**config.mk**
```make
export PLATFORM = sky130hd
export DESIGN_NAME = gpio_bank
export DESIGN_NICKNAME = d
export VERILOG_FILES = /design/src/rtl/gpio_bank_pkg.sv /design/src/rtl/gpio_bank_sync.sv /design/src/rtl/gpio_bank_regs.sv /design/src/rtl/gpio_bank_rd.sv /design/src/rtl/gpio_bank.sv
export SDC_FILE = /design/constraint.sdc
export NUM_CORES = 1
export LEC_CHECK = 0
export BUFFER_PORTS_ARGS = -buffer_cell sky130_fd_sc_hd__buf_4
export CORE_MARGIN = 4
export CORE_UTILIZATION = 50
export CTS_BUF_LIST = sky130_fd_sc_hd__clkbuf_4
export CTS_CLUSTER_SIZE = 28
export DETAILED_ROUTE_END_ITERATION = 8
export PLACE_DENSITY = 0.78
export SETUP_SLACK_MARGIN = 0.2
export SLEW_MARGIN = 40
export SYNTH_ARGS = -nofsm -noshare
export SYNTH_HDL_FRONTEND = slang
export SYNTH_HIERARCHICAL = 1
export SYNTH_SLANG_ARGS = --single-unit
```
**constraint.sdc**
```tcl
create_clock -name clk_i -period 0.9 [get_ports clk_i]
set_clock_uncertainty 0.1 [all_clocks]
set_input_delay 0.09 -clock clk_i [delete_from_list [all_inputs] [get_ports clk_i]]
set_output_delay 0.09 -clock clk_i [all_outputs]
set_load 0.02 [all_outputs]
```
**src/rtl/gpio_bank_pkg.sv**
```systemverilog
package gpio_bank_pkg;
  localparam int unsigned BUS_W  = 32;
  localparam int unsigned HALF_W = 16;

  localparam logic [BUS_W-1:0] OFS_OUT_LO = 32'h000;
  localparam logic [BUS_W-1:0] OFS_OUT_HI = 32'h004;
  localparam logic [BUS_W-1:0] OFS_IN     = 32'h060;
  localparam logic [BUS_W-1:0] OFS_DIR    = 32'h204;
  localparam logic [BUS_W-1:0] OFS_OE     = 32'h208;

  typedef enum logic [2:0] {
    SEL_NONE,
    SEL_OUT_LO,
    SEL_OUT_HI,
    SEL_IN,
    SEL_DIR,
    SEL_OE
  } reg_sel_e;

  function automatic reg_sel_e decode_addr(input logic [BUS_W-1:0] a);
    case (a)
      OFS_OUT_LO: return SEL_OUT_LO;
      OFS_OUT_HI: return SEL_OUT_HI;
      OFS_IN:     return SEL_IN;
      OFS_DIR:    return SEL_DIR;
      OFS_OE:     return SEL_OE;
      default:    return SEL_NONE;
    endcase
  endfunction
endpackage

```
**src/rtl/gpio_bank_sync.sv**
```systemverilog
module gpio_bank_sync #(
  parameter int unsigned WIDTH = 32
) (
  input  logic             clk_i,
  input  logic             rst_ni,
  input  logic [WIDTH-1:0] d_i,
  output logic [WIDTH-1:0] q_o
);
  logic [WIDTH-1:0] s1_q, s2_q;

  always_ff @(posedge clk_i or negedge rst_ni) begin
    if (!rst_ni) begin
      s1_q <= '0;
      s2_q <= '0;
    end else begin
      s1_q <= d_i;
      s2_q <= s1_q;
    end
  end

  assign q_o = s2_q;
endmodule

```
**src/rtl/gpio_bank_regs.sv**
```systemverilog
module gpio_bank_regs
  import gpio_bank_pkg::*;
#(
  parameter int unsigned NUM_PINS = 32
) (
  input  logic                clk_i,
  input  logic                rst_ni,
  input  reg_sel_e            sel_i,
  input  logic                we_i,
  input  logic [BUS_W-1:0]    wdata_i,
  output logic [NUM_PINS-1:0] out_o,
  output logic [NUM_PINS-1:0] dir_o,
  output logic [NUM_PINS-1:0] oe_o
);
  logic [NUM_PINS-1:0] out_q, dir_q, oe_q;
  logic [NUM_PINS-1:0] upd, nxt;

  // per pin: which half-port owns it and which data/mask bits serve it
  for (genvar g = 0; g < NUM_PINS; g++) begin : g_pin
    localparam int unsigned BIT = g % HALF_W;
    localparam reg_sel_e PORT = (g < HALF_W) ? SEL_OUT_LO : SEL_OUT_HI;
    assign upd[g] = we_i && (sel_i == PORT) && !wdata_i[HALF_W+BIT];
    assign nxt[g] = wdata_i[BIT];
  end

  always_ff @(posedge clk_i or negedge rst_ni) begin
    if (!rst_ni) begin
      out_q <= '0;
      dir_q <= '0;
      oe_q  <= '0;
    end else begin
      out_q <= (out_q & ~upd) | (nxt & upd);
      if (we_i && sel_i == SEL_DIR) dir_q <= wdata_i[NUM_PINS-1:0];
      if (we_i && sel_i == SEL_OE)  oe_q  <= wdata_i[NUM_PINS-1:0];
    end
  end

  assign out_o = out_q;
  assign dir_o = dir_q;
  assign oe_o  = oe_q;
endmodule

```
**src/rtl/gpio_bank_rd.sv**
```systemverilog
module gpio_bank_rd
  import gpio_bank_pkg::*;
#(
  parameter int unsigned NUM_PINS = 32
) (
  input  logic                clk_i,
  input  logic                rst_ni,
  input  reg_sel_e            sel_i,
  input  logic [NUM_PINS-1:0] in_i,
  input  logic [NUM_PINS-1:0] dir_i,
  input  logic [NUM_PINS-1:0] oe_i,
  output logic [BUS_W-1:0]    rdata_o
);
  logic [BUS_W-1:0] rd_d, rdata_q;

  always_comb begin
    case (sel_i)
      SEL_IN:  rd_d = BUS_W'(in_i);
      SEL_DIR: rd_d = BUS_W'(dir_i);
      SEL_OE:  rd_d = BUS_W'(oe_i);
      default: rd_d = '0; // half-ports are write-only
    endcase
  end

  always_ff @(posedge clk_i or negedge rst_ni) begin
    if (!rst_ni) rdata_q <= '0;
    else         rdata_q <= rd_d;
  end

  assign rdata_o = rdata_q;
endmodule

```
**src/rtl/gpio_bank.sv**
```systemverilog
module gpio_bank
  import gpio_bank_pkg::*;
#(
  parameter int unsigned NUM_PINS = 32,
  parameter int unsigned ADDR_W   = 12
) (
  input  logic                clk_i,
  input  logic                rst_ni,
  input  logic [ADDR_W-1:0]   addr_i,
  input  logic                we_i,
  input  logic [31:0]         wdata_i,
  output logic [31:0]         rdata_o,
  input  logic [NUM_PINS-1:0] pad_in_i,
  output logic [NUM_PINS-1:0] pad_out_o,
  output logic [NUM_PINS-1:0] pad_oe_o
);
  reg_sel_e            sel;
  logic [NUM_PINS-1:0] in_sync, out_q, dir_q, oe_q;

  assign sel = decode_addr(BUS_W'(addr_i));

  gpio_bank_sync #(.WIDTH(NUM_PINS)) u_sync (
    .clk_i (clk_i),
    .rst_ni(rst_ni),
    .d_i   (pad_in_i),
    .q_o   (in_sync)
  );

  gpio_bank_regs #(.NUM_PINS(NUM_PINS)) u_regs (
    .clk_i  (clk_i),
    .rst_ni (rst_ni),
    .sel_i  (sel),
    .we_i   (we_i),
    .wdata_i(wdata_i),
    .out_o  (out_q),
    .dir_o  (dir_q),
    .oe_o   (oe_q)
  );

  gpio_bank_rd #(.NUM_PINS(NUM_PINS)) u_rd (
    .clk_i  (clk_i),
    .rst_ni (rst_ni),
    .sel_i  (sel),
    .in_i   (in_sync),
    .dir_i  (dir_q),
    .oe_i   (oe_q),
    .rdata_o(rdata_o)
  );

  assign pad_out_o = out_q;
  assign pad_oe_o  = dir_q & oe_q;
endmodule

```
==> results of run 1 <==
==> worst max-delay path by stage <==
stage / start / endpoint
6_report: u_regs/oe_o[19] / pad_oe_o[19]
5_1_grt: u_regs/oe_o[3] / pad_oe_o[3]
4_1_cts: u_regs/oe_o[31] / pad_oe_o[31]
3_5_place_dp: addr_i[11] / u_regs/oe_o[3]
3_3_place_gp: addr_i[11] / u_regs/oe_o[5]
2_1_floorplan: addr_i[11] / register
==> kinds of logic (layout without fill, tap and decap cells) <==
family | count (synthesis) | in the layout | synth area share, %
flip-flops | 192 | 192 | 63.4
buffers and inverters | 35 | 452 | 3.89
multiplexers | 96 | 96 | 14.3
AO/OA/AOI/OAI | 34 | 34 | 3.83
XOR/XNOR | 2 | 2 | 0.231
other | 0 | 1 | 0
AND/OR/NAND/NOR | 144 | 144 | 14.4
==> power groups by stage <==
| stage | clock (mW) | sequential (mW) | combinational [mW] |
|---|---|---|---|
| after global placement | 0 | 9.00 | 0.721 |
| after floorplan | 0 | 9.00 | 0.0519 |
| after detailed placement | 0 | 9.01 | 0.746 |
| final | 5.51 | 8.86 | 1.06 |
| after CTS | 5.39 | 8.85 | 1.02 |
| after global routing | 5.91 | 8.88 | 1.14 |
==> cells in the final DEF (no fill, tap or decap), types with 2 or more instances in the layout <==
| cell type | Yosys | routed |
|---|---|---|
| bufinv_16 | 0 | 5 |
| clkinv_1 | 0 | 3 |
| and4b_2 | 3 | 3 |
| mux2_4 | 0 | 74 |
| buf_16 | 0 | 8 |
| clkbuf_4 | 0 | 19 |
| nor2_1 | 35 | 2 |
| a211o_1 | 32 | 32 |
| buf_4 | 5 | 208 |
| nand4bb_4 | 0 | 2 |
| mux2_2 | 64 | 22 |
| dlygate4sd3_1 | 0 | 49 |
| and2_4 | 0 | 32 |
| nor2_4 | 0 | 32 |
| and4b_1 | 61 | 61 |
| buf_8 | 3 | 8 |
| dfrtp_1 | 192 | 192 |
| buf_12 | 0 | 16 |
| buf_6 | 13 | 130 |
| a21oi_2 | 0 | 2 |
| clkinv_2 | 0 | 3 |
| nor4_4 | 0 | 2 |
==> final cells by class <==
| cell class | count | area (um2) | area share [%] |
|---|---|---|---|
| multi-input combinational | 276 | 3180 | 25.0 |
| sequential | 192 | 4800 | 37.7 |
| antenna | 1 | 2.50 | 0.0196 |
| clock inverter | 13 | 193 | 1.51 |
| timing repair buffer | 420 | 4190 | 32.9 |
| clock buffer | 19 | 143 | 1.12 |
| tap | 184 | 230 | 1.81 |
==> routing by layer <==
metal	track usage [%]	vias up	part of all wire (%)
met3	6.61	103	6.5
met2	53.6	367	52
met1	36.9	3251	37
li1	-	2639	-
met4	15.7	0	4.9
met5	0	-	0
==> worst register-to-register path: cells and delay by family, from the launching register on <==
kind | cells | cell delay, ns
flip-flops | 1 | 0.42
buffers and inverters | 2 | 0.27
AND/OR/NAND/NOR | 1 | 0.20
AO/OA/AOI/OAI | 1 | 0.26
==> repair_timing <==
action                                  in CTS  in global routing
gates cloned                                11                  0
buffers inserted                            86                 35
hold buffers                                50                  1
hold endpoints to repair                   320                258
pin swaps                                   43                 19
gates resized for setup                    277                  5
endpoints found under the setup margin     224                243
==> results.ini, run 1 <==
[worst_setup_path]
cp_cell_sequence=buf_6 > and2_4 > buf_6
critPathRequiredTime_ns=0.71
cp-start-kind=register
crit_path_max_fanout=2
slowest_delay_ns=0.44
cp.arrival_ns=1.45
end_kind=output port
cp.depth=3
slowest_stage=dfrtp_1
critPathKind=reg2out
cp_num_buf_inv=2
reg2reg_slack_ns=-0.45
reg2reg_to=u_rd/rdata_o[18]
path_delay_family=flip-flops
cpMostUsedCell=buf_6
reg2reg_from=u_regs/oe_o[18]
reg2regPathDepth=4

[routing]
firstDrtPassIters=5
wl_um=28100
postRouteAntennaNets=0
routed_via_density=5.76
route.vias.total=6360
drt_iter0_drc=517
avgRoutedWirePerCell_um=25.4
drc_errors=0

[yosys]
yosys-top-cells-area=dfrtp_1 63%, mux2_2 9.5%, and4b_1 8.1%
yosysTopAreaCell=dfrtp_1
yosysSeqAreaShare_pct=63.4
ys_types=26
synth_edf_count=0
async_flop_share_pct=100
syn-mean-instance-area_um2=15.1
synth_cells=503
synth.top_cell.area_share_pct=63.4
yosys_warnings=6
synth_area_mm2=0.00758
synth-seq-cells=192
yosysMostFrequentCell=dfrtp_1
synthFlopType=dfrtp_1
syn-num-nets=582
synthTopCellsByCount=192 x dfrtp_1, 64 x mux2_2, 61 x and4b_1, 35 x nor2_1

[sta]
hold_slack_ns=-0.740
finalCritPeriodShare_pct=182
setup_slack_ns=-0.738
max-slew-margin-rel_pct=70.2
tightestPinTransition_ns=0.446
setup_violations=224
slew_viol_final=0
hold_viol=247
fin_setup_tns_ns=-129.48
rsz0062_at_grt=yes
clock.fmax_mhz=610
finalCriticalPeriod_ns=1.64

[place]
place_ws_ns=-1.24
post-dp-hpwl_um=13500
dpl_cell_area_mm2=0.00963
place.gp.congestion=0.806
numPortBuffers=174
dpl.cell_count=891

[clocking]
cts.sinks=192
cts_tree=built
ctsLongestPathBuffers=2
clk_pin_slew_ns=0.15
clk_latency_ns=0.61
cts_buffers=17
cts_max_level=4
root_buffer=clkbuf_4

[die]
core_mm2=0.0147
dieArea_mm2=0.0172
std_cell_rows=44
io_pins=175
die_y_um=131
initial_core_util_pct=51.6
die_x_um=131

[cells_and_area]
final_area_mm2=0.0127
area_growth_syn_to_layout_pct=68.1
nets=986
stdcell_count=1105
final_core_util_pct=86.7
fillers=588
drive_above_1_share_pct=62.5

[global_route]
antenna_found_initial=1
grt_usage_pct=31.0
grt_pass1_vias=7020
grt_max_degree=45
grt_pass1_wl_um=41300
grt-ovfl-total=0

[pwr]
finalPower_mw=15.4
leakage_nw=6.72
vdd_drop_max_v=0.00129
power_switching_mw=3.59
clkPwrFrac_pct=35.7
cellPowerDensity_mw_per_mm2=1210
p_comb_share_pct=6.9
seqPwrFrac_pct=57.4
swShare_pct=23.2
internal-power_mw=11.8

[outcome]
violations=negative hold slack, negative setup slack
status=finished, violations left

[min_path]
hold_class=in2async

[run]
maxCapViolations=0

Power figures use the tool's default switching activity.
==> run 2: changes to the inputs <==
--- a/config.mk
+++ b/config.mk
@@ -11,8 +11,10 @@
 export CTS_BUF_LIST = sky130_fd_sc_hd__clkbuf_4
 export CTS_CLUSTER_SIZE = 28
 export DETAILED_ROUTE_END_ITERATION = 8
+export MAX_ROUTING_LAYER = met4
 export PLACE_DENSITY = 0.78
 export SETUP_SLACK_MARGIN = 0.2
+export SKIP_LAST_GASP = 1
 export SLEW_MARGIN = 40
 export SYNTH_ARGS = -nofsm -noshare
 export SYNTH_HDL_FRONTEND = slang
==> run 2 against run 1 <==
The flow still finishes with violations (negative hold slack, negative setup slack). Total power grew 0.36%. Register-to-register slack lost 0.08 ns. Combinational power is essentially flat. Via count grew 2.2%. Sequential cell count is the same. Sequential share of layout area is essentially flat. Cell area is essentially flat. Clock power grew 0.7%. Setup slack lost 0.053 ns. Maximum frequency shrank 3.2%. Sequential power is essentially flat. Die area is the same. Critical path type unchanged. Critical endpoint is now pad_oe_o[31].
==> results.ini, run 2 (synthesized netlist as in run 1, its figures left out) <==
[die]
dieArea_mm2=0.0172  ; unchanged
die_y_um=131  ; unchanged
die_x_um=131  ; unchanged
io_pins=175  ; unchanged
initial_core_util_pct=51.6  ; unchanged
std_cell_rows=44  ; unchanged
core_mm2=0.0147  ; unchanged

[worst_setup_path]
reg2reg_to=u_rd/rdata_o[12]
critPathKind=reg2out
reg2regPathDepth=4  ; unchanged
cp.depth=3  ; unchanged
cp_num_buf_inv=2  ; unchanged
cpMostUsedCell=buf_6
end_kind=output port
critPathRequiredTime_ns=0.71  ; about the same
cp_cell_sequence=buf_6 > and2_4 > buf_6
cp.arrival_ns=1.50  ; +0.05 ns
slowest_delay_ns=0.46  ; +0.02 ns
crit_start=u_regs/oe_o[31]
reg2reg_slack_ns=-0.53  ; -0.08 ns
slowest_stage=dfrtp_1
cp-start-kind=register
reg2reg_from=u_regs/oe_o[12]
path_delay_family=flip-flops
crit_path_max_fanout=2  ; unchanged

[pwr]
vdd_drop_max_v=0.00126  ; -2.8%
leakage_nw=6.73  ; +0.19%
cellPowerDensity_mw_per_mm2=1210  ; +0.28%

[routing]
firstDrtPassIters=6  ; +1
avgRoutedWirePerCell_um=26.5  ; +4.2%
drc_errors=0  ; unchanged
drt_iter0_drc=622  ; +20%
postRouteAntennaNets=0  ; unchanged
route.vias.total=6503  ; +2.2%
wl_um=29400  ; +4.6%
routed_via_density=5.86  ; +1.8%

[clocking]
cts_max_level=4  ; unchanged
clk_pin_slew_ns=0.16  ; about the same
root_buffer=clkbuf_4
ctsLongestPathBuffers=2  ; unchanged
cts_tree=built
cts.sinks=192  ; unchanged
clk_latency_ns=0.63  ; +0.02 ns
cts_buffers=17  ; unchanged

[cells_and_area]
area_growth_syn_to_layout_pct=68.2  ; about the same
mostFrequentLayoutCells=211 x buf_4, 192 x dfrtp_1, 131 x buf_6, 71 x mux2_4, 61 x and4b_1
stdcell_count=1110  ; +0.45%
final_area_mm2=0.0128  ; about the same
fillers=580  ; -1.4%
nets=989  ; +0.30%
seq_area_mm2=0.00480  ; unchanged
drive_above_1_share_pct=62.5  ; about the same
multiInputGateArea_mm2=0.00317  ; -0.43%
final_common_cell=buf_4

[place]
post-dp-hpwl_um=13500  ; unchanged
place.gp.congestion=0.818  ; +1.5%
numPortBuffers=174  ; unchanged
dpl_cell_area_mm2=0.00963  ; unchanged
dpl.cell_count=891  ; unchanged

[sta]
hold_slack_ns=-0.758  ; -0.0182 ns
setup_slack_ns=-0.792  ; -0.0535 ns
slew_viol_final=0  ; unchanged
clock.fmax_mhz=591  ; -3.2%
finalCritPeriodShare_pct=188  ; +5.9 points
finalCriticalPeriod_ns=1.69  ; +0.0535 ns
tightestPinTransition_ns=0.463  ; +0.0173 ns
hold_viol=247  ; unchanged
rsz0062_at_grt=yes
setup_violations=224  ; unchanged
max-slew-margin-rel_pct=69.0  ; -1.2 points
fin_setup_tns_ns=-134.96  ; -5.47 ns

[run]
maxCapViolations=0  ; unchanged

[global_route]
grt_usage_pct=30.6  ; -0.44 points
grt_pass1_wl_um=39500  ; -4.2%
grt_pass1_vias=6842  ; -2.5%
grt_max_degree=45  ; unchanged
antenna_found_initial=3  ; +2
grt-ovfl-total=0  ; unchanged

[outcome]
status=finished, violations left
violations=negative hold slack, negative setup slack

[min_path]
hold_class=in2async

-- run 2: layout make-up --
class	instances	area share [%]
clock buffer	19	1.12
sequential	192	37.7
timing repair buffer	423	33.0
multi-input combinational	276	24.8
tap	184	1.81
clock inverter	13	1.51
antenna	3	0.0589
-- run 2: power by group --
group,internal (mW),switching (mW),total (mW)
Clock,2.51,3.04,5.55
Combinational,0.539,0.533,1.07
Sequential,8.79,0.0669,8.86
Total,11.8,3.64,15.5
-- run 2: through the flow --
step	utilization, %	power, mW	setup WS, ns
2_1_floorplan	-	9.05	-0.971
3_3_place_gp	65.5	9.72	-1.23
3_5_place_dp	65.5	9.76	-1.24
4_1_cts	84.4	15.2	-0.736
5_1_grt	86.8	16.0	-0.826
6_report	86.8	15.5	-0.792
-- run 2: worst max path at each step --
stage and endpoint:
6_report pad_oe_o[31], 2_1_floorplan register, 3_3_place_gp u_regs/oe_o[5], 3_5_place_dp u_regs/oe_o[3]
5_1_grt pad_oe_o[31], 4_1_cts pad_oe_o[31]
-- run 2: routing by layer --
metal / global-route usage [%] / up-vias / part of all wire, %
li1: - / 2645 / -
met1: 36.2 / 3300 / 37
met2: 50.3 / 444 / 51
met3: 7.03 / 114 / 7.2
met4: 13.7 / 0 / 4.6
met5: - / - / 0
-- run 2: repair_timing --
| action | CTS | global route |
|---|---|---|
| hold endpoints to repair | 320 | 256 |
| gates cloned | 11 | 0 |
| buffers inserted | 86 | 38 |
| endpoints found under the setup margin | 224 | 243 |
| resized for setup | 262 | 15 |
| hold buffers | 50 | 1 |
| pin swaps | 43 | 21 |
-- run 2: worst register-to-register path, cell delays in order, from the launching register on --
cell and delay, ns:
dfrtp_1 0.43, buf_4 0.13, buf_4 0.13, and4b_1 0.20, a211o_1 0.30
==> run 3: changes to the inputs <==
--- a/config.mk
+++ b/config.mk
@@ -7,12 +7,11 @@
 export LEC_CHECK = 0
 export BUFFER_PORTS_ARGS = -buffer_cell sky130_fd_sc_hd__buf_4
 export CORE_MARGIN = 4
-export CORE_UTILIZATION = 50
-export CTS_BUF_LIST = sky130_fd_sc_hd__clkbuf_4
+export CORE_UTILIZATION = 48
 export CTS_CLUSTER_SIZE = 28
 export DETAILED_ROUTE_END_ITERATION = 8
 export MAX_ROUTING_LAYER = met4
-export PLACE_DENSITY = 0.78
+export PLACE_DENSITY = 0.75
 export SETUP_SLACK_MARGIN = 0.2
 export SKIP_LAST_GASP = 1
 export SLEW_MARGIN = 40
==> run 3 against run 2 <==
The run still ends with negative hold slack, negative setup slack left. Highest routed layer unchanged. Die area up 3.9%. Critical path depth up 6. Routed wire length down 24%. Critical endpoint is now u_regs/dir_o[12].
==> results.ini, run 3 (synthesized netlist as in run 1, its figures left out) <==
[outcome]
status=finished, violations left
violations=negative hold slack, negative setup slack

[die]
die_y_um=134  ; +1.9%
std_cell_rows=45  ; +2.3%
die_x_um=134  ; +1.9%
io_pins=175  ; unchanged
initial_core_util_pct=49.5  ; -2.1 points
core_mm2=0.0153  ; +4.2%
dieArea_mm2=0.0179  ; +3.9%

[clocking]
cts_max_level=4  ; unchanged
cts.sinks=192  ; unchanged
clk_pin_slew_ns=0.07  ; -0.09 ns
cts_tree=built
ctsLongestPathBuffers=2  ; unchanged
clk_latency_ns=0.43  ; -0.20 ns
root_buffer=clkbuf_16
cts_buffers=17  ; unchanged
postCtsHoldBufs=32  ; -36%

[sta]
slew_viol_final=0  ; unchanged
hold_slack_ns=-0.539  ; +0.218 ns
clock.fmax_mhz=573  ; -3.1%
finalCriticalPeriod_ns=1.75  ; +0.0545 ns
hold_viol=288  ; +17%
max-slew-margin-rel_pct=73.4  ; +4.3 points
rsz0062_at_grt=yes
setup_slack_ns=-0.846  ; -0.0545 ns
finalCritPeriodShare_pct=194  ; +6.1 points
tightestPinTransition_ns=0.400  ; -0.0636 ns
setup_violations=224  ; unchanged

[routing]
routed_via_density=5.28  ; -9.8%
avgRoutedWirePerCell_um=21.1  ; -20%
drc_errors=0  ; unchanged
wl_um=22400  ; -24%
firstDrtPassIters=4  ; -2
drt_iter0_drc=307  ; -51%
postRouteAntennaNets=0  ; unchanged
route.vias.total=5612  ; -14%

[place]
dpl_cell_area_mm2=0.00958  ; -0.58%
numPortBuffers=174  ; unchanged
place_ws_ns=-1.33  ; -0.0858 ns
post-dp-hpwl_um=13100  ; -2.9%
place.gp.congestion=0.805  ; -1.5%

[global_route]
antenna_found_initial=0  ; -3
grt_usage_pct=25.4  ; -5.1 points
use_met1_pct=30.4  ; -5.9 points
grt_pass1_vias=6321  ; -7.6%
use_met3_pct=5.10  ; -1.9 points
use_met2_pct=44.2  ; -6.2 points
grt_max_degree=41  ; -8.9%
grt_pass1_wl_um=34200  ; -13%
busiest_layer=met2
grt-ovfl-total=0  ; unchanged

[pwr]
finalPower_mw=17.6  ; +14%
vdd_drop_max_v=0.00143  ; +14%
cellPowerDensity_mw_per_mm2=1450  ; +20%
leakage_nw=6.46  ; -4.0%

[min_path]
hold_class=in2async

[cells_and_area]
final_common_cell=dfrtp_1
final_core_util_pct=79.4  ; -7.4 points
antennaDiodeCount=0  ; -3
area_growth_syn_to_layout_pct=60.3
mostFrequentLayoutCells=192 x dfrtp_1, 183 x buf_4, 113 x buf_6, 62 x mux2_4, 61 x and4b_1
final_area_mm2=0.0122  ; -4.7%
nets=917  ; -7.3%
drive_above_1_share_pct=58.8  ; -3.8 points

[worst_setup_path]
end_kind=register
cp-start-kind=input pin
cp.arrival_ns=1.96  ; +0.46 ns
critPathKind=in2reg
critPathRequiredTime_ns=1.11  ; +0.40 ns
crit_path_max_fanout=7  ; +5

[run]
maxCapViolations=0  ; unchanged

==> run 3: cell types whose count changed in the layout (fill, tap and decap cells not counted), moves of 3 or more <==
cell           delta
buf_4            -28
clkbuf_16        +19
clkbuf_4         -19
buf_6            -18
dlygate4sd3_1    -17
nor2_4           -13
nor2_1           +12
mux2_1           +10
mux2_4            -9
buf_16            -7
buf_8             -3
clkbuf_8          +3
clkinv_1          -3
diode_2           -3
==> run 3: path summary, 6_finish.rpt <==
kind,from,endpoint,slack [ns],cells after the start
min in group clk_i,wdata_i[11],u_regs/dir_o[11],-0.19,2
min reg2reg,u_sync/s1_q[7],u_sync/q_o[7],0.24,0
max reg2reg,u_regs/oe_o[1],u_rd/rdata_o[1],-0.39,4
max,addr_i[0],u_regs/dir_o[12],-0.85,9
max in group asynchronous,rst_ni,u_sync/q_o[10],0.75,2
min,rst_ni,async pin,-0.54,1
==> run 3: final cells by class <==
class	count	area, um2
clock buffer	21	470
multi-input combinational	276	3030
tap	211	264
timing repair buffer	351	3430
fill	852	3160
clock inverter	11	155
sequential	192	4800
==> run 3: through the flow <==
| stage | setup TNS [ns] | cells |
|---|---|---|
| 2_1_floorplan | -115.50 | 503 |
| 3_3_place_gp | -147.10 | 901 |
| 3_5_place_dp | -157.19 | 901 |
| 4_1_cts | -126.05 | 1038 |
| 5_1_grt | -141.13 | 1062 |
| 6_report | -132.03 | 1062 |
==> run 3: critical path: stages <==
cell and delay [ns]:
buf_6 0.10, nor4_4 0.29, nand2_2 0.16, buf_6 0.16
nor2_4 0.14, nor4bb_4 0.32, buf_6 0.20, clkbuf_16 0.18
mux2_1 0.32
==> run 3: timing repair <==
| item | CTS | global route |
|---|---|---|
| buffers inserted | 70 | 22 |
| cloned | 3 | 2 |
| pin swaps | 18 | 15 |
| hold endpoints to repair | 320 | 288 |
| endpoints found under the setup margin | 224 | 224 |
| resized for setup | 164 | 44 |
==> run 3: per-layer routing <==
metal | vias up | part of all wire, % | routed length [um]
met4 | 0 | 1.5 | 332
li1 | 2501 | - | -
met5 | - | 0 | 0
met2 | 172 | 54 | 12000
met3 | 32 | 4.3 | 969
met1 | 2907 | 41 | 9110
==> run 3: power by group <==
| part | internal, mW | switching (mW) | total, mW | leakage, nW |
|---|---|---|---|---|
| combinational | 0.484 | 0.454 | 0.938 | 3.63 |
| sequential | 8.79 | 0.0510 | 8.84 | 2.53 |
| clock | 4.62 | 3.24 | 7.86 | 0.297 |
